--- config.mk ---
export PLATFORM = sky130hd
export DESIGN_NAME = evt_status_reg
export DESIGN_NICKNAME = d
export VERILOG_FILES = /design/src/rtl/evt_status_pkg.sv /design/src/rtl/esr_decode.sv /design/src/rtl/esr_latch_bank.sv /design/src/rtl/esr_mask_reg.sv /design/src/rtl/esr_irq_merge.sv /design/src/rtl/evt_status_reg.sv
export SDC_FILE = /design/constraint.sdc
export NUM_CORES = 1
export LEC_CHECK = 0
export BUFFER_PORTS_ARGS = -buffer_cell sky130_fd_sc_hd__buf_4
export CAP_MARGIN = 20
export CORE_AREA = 5 5 94 96
export CTS_BUF_LIST = sky130_fd_sc_hd__clkbuf_2
export DETAILED_ROUTE_END_ITERATION = 10
export DIE_AREA = 0 0 99 101
export PLACE_DENSITY = 0.85
export SYNTH_ARGS = -nofsm -noshare
export SYNTH_HDL_FRONTEND = slang
export SYNTH_HIERARCHICAL = 1
export SYNTH_SLANG_ARGS = --single-unit
--- constraint.sdc ---
create_clock -name clk -period 2.29 [get_ports clk]
set_input_delay 0.229 -clock clk [delete_from_list [all_inputs] [get_ports clk]]
set_output_delay 0.229 -clock clk [all_outputs]
set_load 0.05 [all_outputs]
--- src/rtl/evt_status_pkg.sv ---
package evt_status_pkg;

    localparam int DATA_W = 32;
    localparam int ADDR_W = 12;

    localparam logic [ADDR_W-1:0] STS_ADDR = 12'h014;
    localparam logic [ADDR_W-1:0] MSK_ADDR = 12'h018;

    // Latched bits that come out of reset set
    localparam logic [DATA_W-1:0] STS_RESET      = 32'h1400_0020;
    // Bit classes
    localparam logic [DATA_W-1:0] W1C_BITS       = 32'hFFFF_FC2E;
    localparam logic [DATA_W-1:0] FIFO_BITS      = 32'h0000_00D0;
    localparam int                MODE_BIT       = 0;
    localparam logic [DATA_W-1:0] MODE_MASK      = DATA_W'(1) << MODE_BIT;
    localparam logic [DATA_W-1:0] RSVD_BITS      = ~(W1C_BITS | FIFO_BITS | MODE_MASK);
    // Mode validity
    localparam logic [DATA_W-1:0] HOST_ONLY_BITS = 32'h0300_0080;
    localparam logic [DATA_W-1:0] DEV_ONLY_BITS  = 32'h000F_F000;

    typedef enum logic {
        MODE_DEVICE = 1'b0,
        MODE_HOST   = 1'b1
    } op_mode_e;

    typedef struct packed {
        logic              sts_wr;
        logic              msk_wr;
        logic              sts_rd;
        logic              msk_rd;
        logic [DATA_W-1:0] data;
    } reg_access_t;

    // Bits that carry meaning in the given mode
    function automatic logic [DATA_W-1:0] mode_valid(input op_mode_e m);
        return (m == MODE_HOST) ? ~DEV_ONLY_BITS : ~HOST_ONLY_BITS;
    endfunction

    // Assemble the visible status word from its three sources
    function automatic logic [DATA_W-1:0] compose_status(
        input logic [DATA_W-1:0] latched,
        input logic [DATA_W-1:0] live,
        input op_mode_e          m
    );
        logic [DATA_W-1:0] w;
        w = (latched & W1C_BITS) | (live & FIFO_BITS);
        if (m == MODE_HOST) begin
            w = w | MODE_MASK;
        end
        return w;
    endfunction

endpackage

--- src/rtl/esr_decode.sv ---
module esr_decode
    import evt_status_pkg::*;
#(
    parameter int AW = ADDR_W,
    parameter int DW = DATA_W,
    parameter logic [AW-1:0] STS_A = STS_ADDR,
    parameter logic [AW-1:0] MSK_A = MSK_ADDR
) (
    input  logic          wr_en,
    input  logic          rd_en,
    input  logic [AW-1:0] addr,
    input  logic [DW-1:0] wdata,
    output reg_access_t   acc
);
    logic hit_sts;
    logic hit_msk;

    always_comb begin
        hit_sts    = (addr == STS_A);
        hit_msk    = (addr == MSK_A);
        acc.sts_wr = wr_en & hit_sts;
        acc.msk_wr = wr_en & hit_msk;
        acc.sts_rd = rd_en & hit_sts;
        acc.msk_rd = rd_en & hit_msk;
        acc.data   = wdata;
    end
endmodule

--- src/rtl/esr_latch_bank.sv ---
module esr_latch_bank
    import evt_status_pkg::*;
#(
    parameter int              DW    = DATA_W,
    parameter logic [DW-1:0]   W1C   = W1C_BITS,
    parameter logic [DW-1:0]   RSTV  = STS_RESET
) (
    input  logic          clk,
    input  logic          rst,
    input  logic          soft_rst,
    input  logic [DW-1:0] evt,
    input  logic [DW-1:0] clr,
    output logic [DW-1:0] q
);
    for (genvar i = 0; i < DW; i++) begin : g_bit
        if (W1C[i]) begin : g_w1c
            logic b_q;
            always_ff @(posedge clk) begin
                if (rst || soft_rst) begin
                    b_q <= RSTV[i];
                end else if (evt[i]) begin
                    b_q <= 1'b1;          // event beats a same-cycle clear
                end else if (clr[i]) begin
                    b_q <= 1'b0;
                end
            end
            assign q[i] = b_q;
        end else begin : g_none
            assign q[i] = 1'b0;
        end
    end
endmodule

--- src/rtl/esr_mask_reg.sv ---
module esr_mask_reg
    import evt_status_pkg::*;
#(
    parameter int DW = DATA_W
) (
    input  logic          clk,
    input  logic          rst,
    input  logic          soft_rst,
    input  logic          we,
    input  logic [DW-1:0] d,
    output logic [DW-1:0] q
);
    always_ff @(posedge clk) begin
        if (rst || soft_rst) begin
            q <= '0;
        end else if (we) begin
            q <= d;
        end
    end
endmodule

--- src/rtl/esr_irq_merge.sv ---
module esr_irq_merge
    import evt_status_pkg::*;
#(
    parameter int DW  = DATA_W,
    parameter int MBP = MODE_BIT
) (
    input  logic          host_mode,
    input  logic [DW-1:0] status,
    input  logic [DW-1:0] mask,
    output logic          irq
);
    logic [DW-1:0] valid;
    logic [DW-1:0] contrib;

    assign valid = mode_valid(op_mode_e'(host_mode));

    for (genvar i = 0; i < DW; i++) begin : g_term
        if (i == MBP) begin : g_mode
            assign contrib[i] = 1'b0;
        end else begin : g_evt
            assign contrib[i] = status[i] & mask[i] & valid[i];
        end
    end

    assign irq = |contrib;
endmodule

--- src/rtl/evt_status_reg.sv ---
module evt_status_reg
    import evt_status_pkg::*;
(
    input  logic              clk,
    input  logic              rst,
    input  logic              soft_rst,
    input  logic              host_mode,
    input  logic [DATA_W-1:0] evt_i,
    input  logic [DATA_W-1:0] fifo_cond_i,
    input  logic              wr_en,
    input  logic              rd_en,
    input  logic [ADDR_W-1:0] addr,
    input  logic [DATA_W-1:0] wdata,
    output logic [DATA_W-1:0] rdata,
    output logic              irq
);
    reg_access_t       acc;
    logic [DATA_W-1:0] clr_vec;
    logic [DATA_W-1:0] sts_q;
    logic [DATA_W-1:0] mask_q;
    logic [DATA_W-1:0] sts_view;

    esr_decode u_decode (
        .wr_en (wr_en),
        .rd_en (rd_en),
        .addr  (addr),
        .wdata (wdata),
        .acc   (acc)
    );

    assign clr_vec = acc.sts_wr ? (acc.data & W1C_BITS) : '0;

    esr_latch_bank u_latch (
        .clk      (clk),
        .rst      (rst),
        .soft_rst (soft_rst),
        .evt      (evt_i),
        .clr      (clr_vec),
        .q        (sts_q)
    );

    esr_mask_reg u_mask (
        .clk      (clk),
        .rst      (rst),
        .soft_rst (soft_rst),
        .we       (acc.msk_wr),
        .d        (acc.data),
        .q        (mask_q)
    );

    assign sts_view = compose_status(sts_q, fifo_cond_i, op_mode_e'(host_mode));

    always_comb begin
        if (acc.sts_rd) begin
            rdata = sts_view;
        end else if (acc.msk_rd) begin
            rdata = mask_q;
        end else begin
            rdata = '0;
        end
    end

    esr_irq_merge u_irq (
        .host_mode (host_mode),
        .status    (sts_view),
        .mask      (mask_q),
        .irq       (irq)
    );
endmodule

==> flow_summary.toml <==
[pwr]
p_leak_nw = 1.92
total_power_w = 0.00185
p_per_area_nw_per_um2 = 401
vdd_drop_max_v = 0.000344

[global_route]
grt_first_pass_wirelength_um = 15100
gr-total-overflow = 0
grt_usage = 0.190
grt_pass1_vias = 3111
grt_start_max_net_pins = 33
antenna_found_initial = 0

[clock_tree]
cts_root_buf = "clkbuf_2"
clk_pin_slew_ns = 0.13
cts-htree-levels = 3
numCtsBuffers = 9
cts_sinks = 58
cts_tree = "done"
clkLatencyLatePin_ns = 0.45
clockBufferDepth = 2

[final_layout]
area_growth_pct = 34.7
n_antenna_cell = 0
fin_cells = 599
fillers = 641
fin_nets = 603
drive_gt1_frac = 0.340

[timing]
setup_viol = 0
fmax_mhz = 451
relSlewSlack = 0.436
post-route-period-util = 0.968
worst_pin_slew_ns = 0.846
rsz0062_at_grt = "no"
period_needed_ns = 2.22
fin_hold_ws_ns = 0.0442
skew_ns = 0
slew_violations = 0
setup_slack_ns = 0.0743
final-hold-violation-count = 0

[min_path]
hold_end = "u_mask/q[22]$_SDFFE_PP0P_"
hold_depth = 3
hold_path.class = "in -> reg"
hold_start = "wdata[22]"

[route]
wl_met3_um = 646
ant_nets = 0
routed.top_layer = "met4"
route.layer.met1.wl_um = 3750
drc_errors = 0
drt_wl_total_um = 9620
drt_iter0_drc = 100
drtPass1Iterations = 4
vias = 2962
viasPerCell = 4.94
wl_per_cell_um = 16.1
dr_wl_met2_um = 5160

[worst_setup_path]
start_kind = "input pin"
crit_fanout = 14
r2r_end = "u_latch/g_bit[23].g_w1c.b_q$_SDFFE_PP0P_"
cp_top_family = "simple AND/OR/NAND/NOR gates"
slowest_delay_ns = 0.57
worstSetupPathType = "in -> out"
r2r_slack_ns = 1.57
arrival_ns = 1.99
cp_num_buf_inv = 3
rr_worst_depth = 2
crit_path_top_delay_cell = "or4_4"
r2r_start = "u_latch/g_bit[23].g_w1c.b_q$_SDFFE_PP0P_"
crit_chain = "buf_4, or4_4, nor4_4, nor2b_4, buf_12, a22o_1, buf_4"
cpMostUsedCell = "buf_4"
worstSetupEndpointType = "primary output"
crit_required_ns = 2.06

[die]
rows = 33
io_pins = 147
dieArea_sq_um = 10000
dieHeight_um = 101
coreArea_sq_um = 7970
initial_core_util = 0.429
die_w_um = 99

[run_status]
status = "finished clean"

[synthesis]
syn-cell-area_sq_um = 3420
syn_avg_cell_area_sq_um = 9.14
yosysWarnings = 6
syn_inst = 374

[placement]
place_inst = 526
dpl.hpwl_um = 6240
port_buffers = 111
place_congestion = 0.765
place_worst_setup_slack_ns = -0.128

[job]
cap_violations = 0
area by class of cell:
| type | count | area, sq um | share of cell area |
|---|---|---|---|
| clock buffers | 12 | 60.1 | 0.0131 |
| clock inverters | 4 | 18.8 | 0.00408 |
| inverters | 26 | 97.6 | 0.0212 |
| multi-input cells | 213 | 1580 | 0.343 |
| flip-flops and latches | 58 | 1160 | 0.252 |
| well taps | 105 | 131 | 0.0285 |
| repair buffers | 181 | 1560 | 0.338 |
power breakdown:
part	switching, W	total [W]	internal, W
registers	0.0000163	0.00105	0.00103
clock network	0.000369	0.000518	0.000149
logic	0.000106	0.000282	0.000176
worst max path at each step:
| stage | slack, ns | depth (start not counted) | endpoint | start |
|---|---|---|---|---|
| after floorplan | 0.04 | 5 | rdata[0] | addr[1] |
| after global placement | -0.07 | 7 | rdata[3] | addr[1] |
| after detailed placement | -0.13 | 7 | rdata[9] | addr[1] |
| after CTS | 0.04 | 7 | rdata[9] | addr[5] |
| after global routing | 0.005 | 7 | rdata[2] | addr[1] |
| final | 0.07 | 7 | rdata[6] | addr[1] |
layout by cell type, fill, tap and decap left out, types with 4 or more instances in the layout:
master / count
a21oi_2: 18
a22o_1: 30
a22oi_1: 10
and2_1: 28
buf_12: 4
buf_4: 119
clkbuf_2: 12
dfxtp_1: 58
dlygate4sd3_1: 57
inv_1: 26
mux2i_1: 32
nand2_1: 6
nand2b_1: 23
nand3b_1: 4
nor2_1: 32
metrics by stage:
stage | cell area, sq um | util | TNS (ns)
after floorplan | 3420 | - | 0
after global placement | 3930 | 0.493 | -1.63
after detailed placement | 3930 | 0.493 | -2.85
after CTS | 4590 | 0.577 | 0
after global routing | 4600 | 0.577 | 0
final | 4600 | 0.577 | 0
layer usage:
metal  vias to the layer above  global-route usage
li1                       1430                   -
met1                      1405               0.207
met2                       119               0.357
met3                         8              0.0623
met4                         0              0.0389
met5                         -                   0
flip-flops by register name, summed over array words and instances (netlist names):
| register | flops |
|---|---|
| u_latch/g_bit.g_w1c.b_q | 26 |
| u_mask/q | 32 |
tightest hold or removal path, delay by kind of cell:
family,cells,cell delay (ns)
buffers and inverters,1,0.09
multiplexers,1,0.06
AND/OR/NAND/NOR,1,0.08
repair_timing:
item	CTS	global route
endpoints found under the setup margin	30	18
hold endpoints to repair	57	0
buffers inserted	0	0
resized for setup	3	2
hold buffers	57	0
No activity file was read; power rests on OpenSTA's default activity.
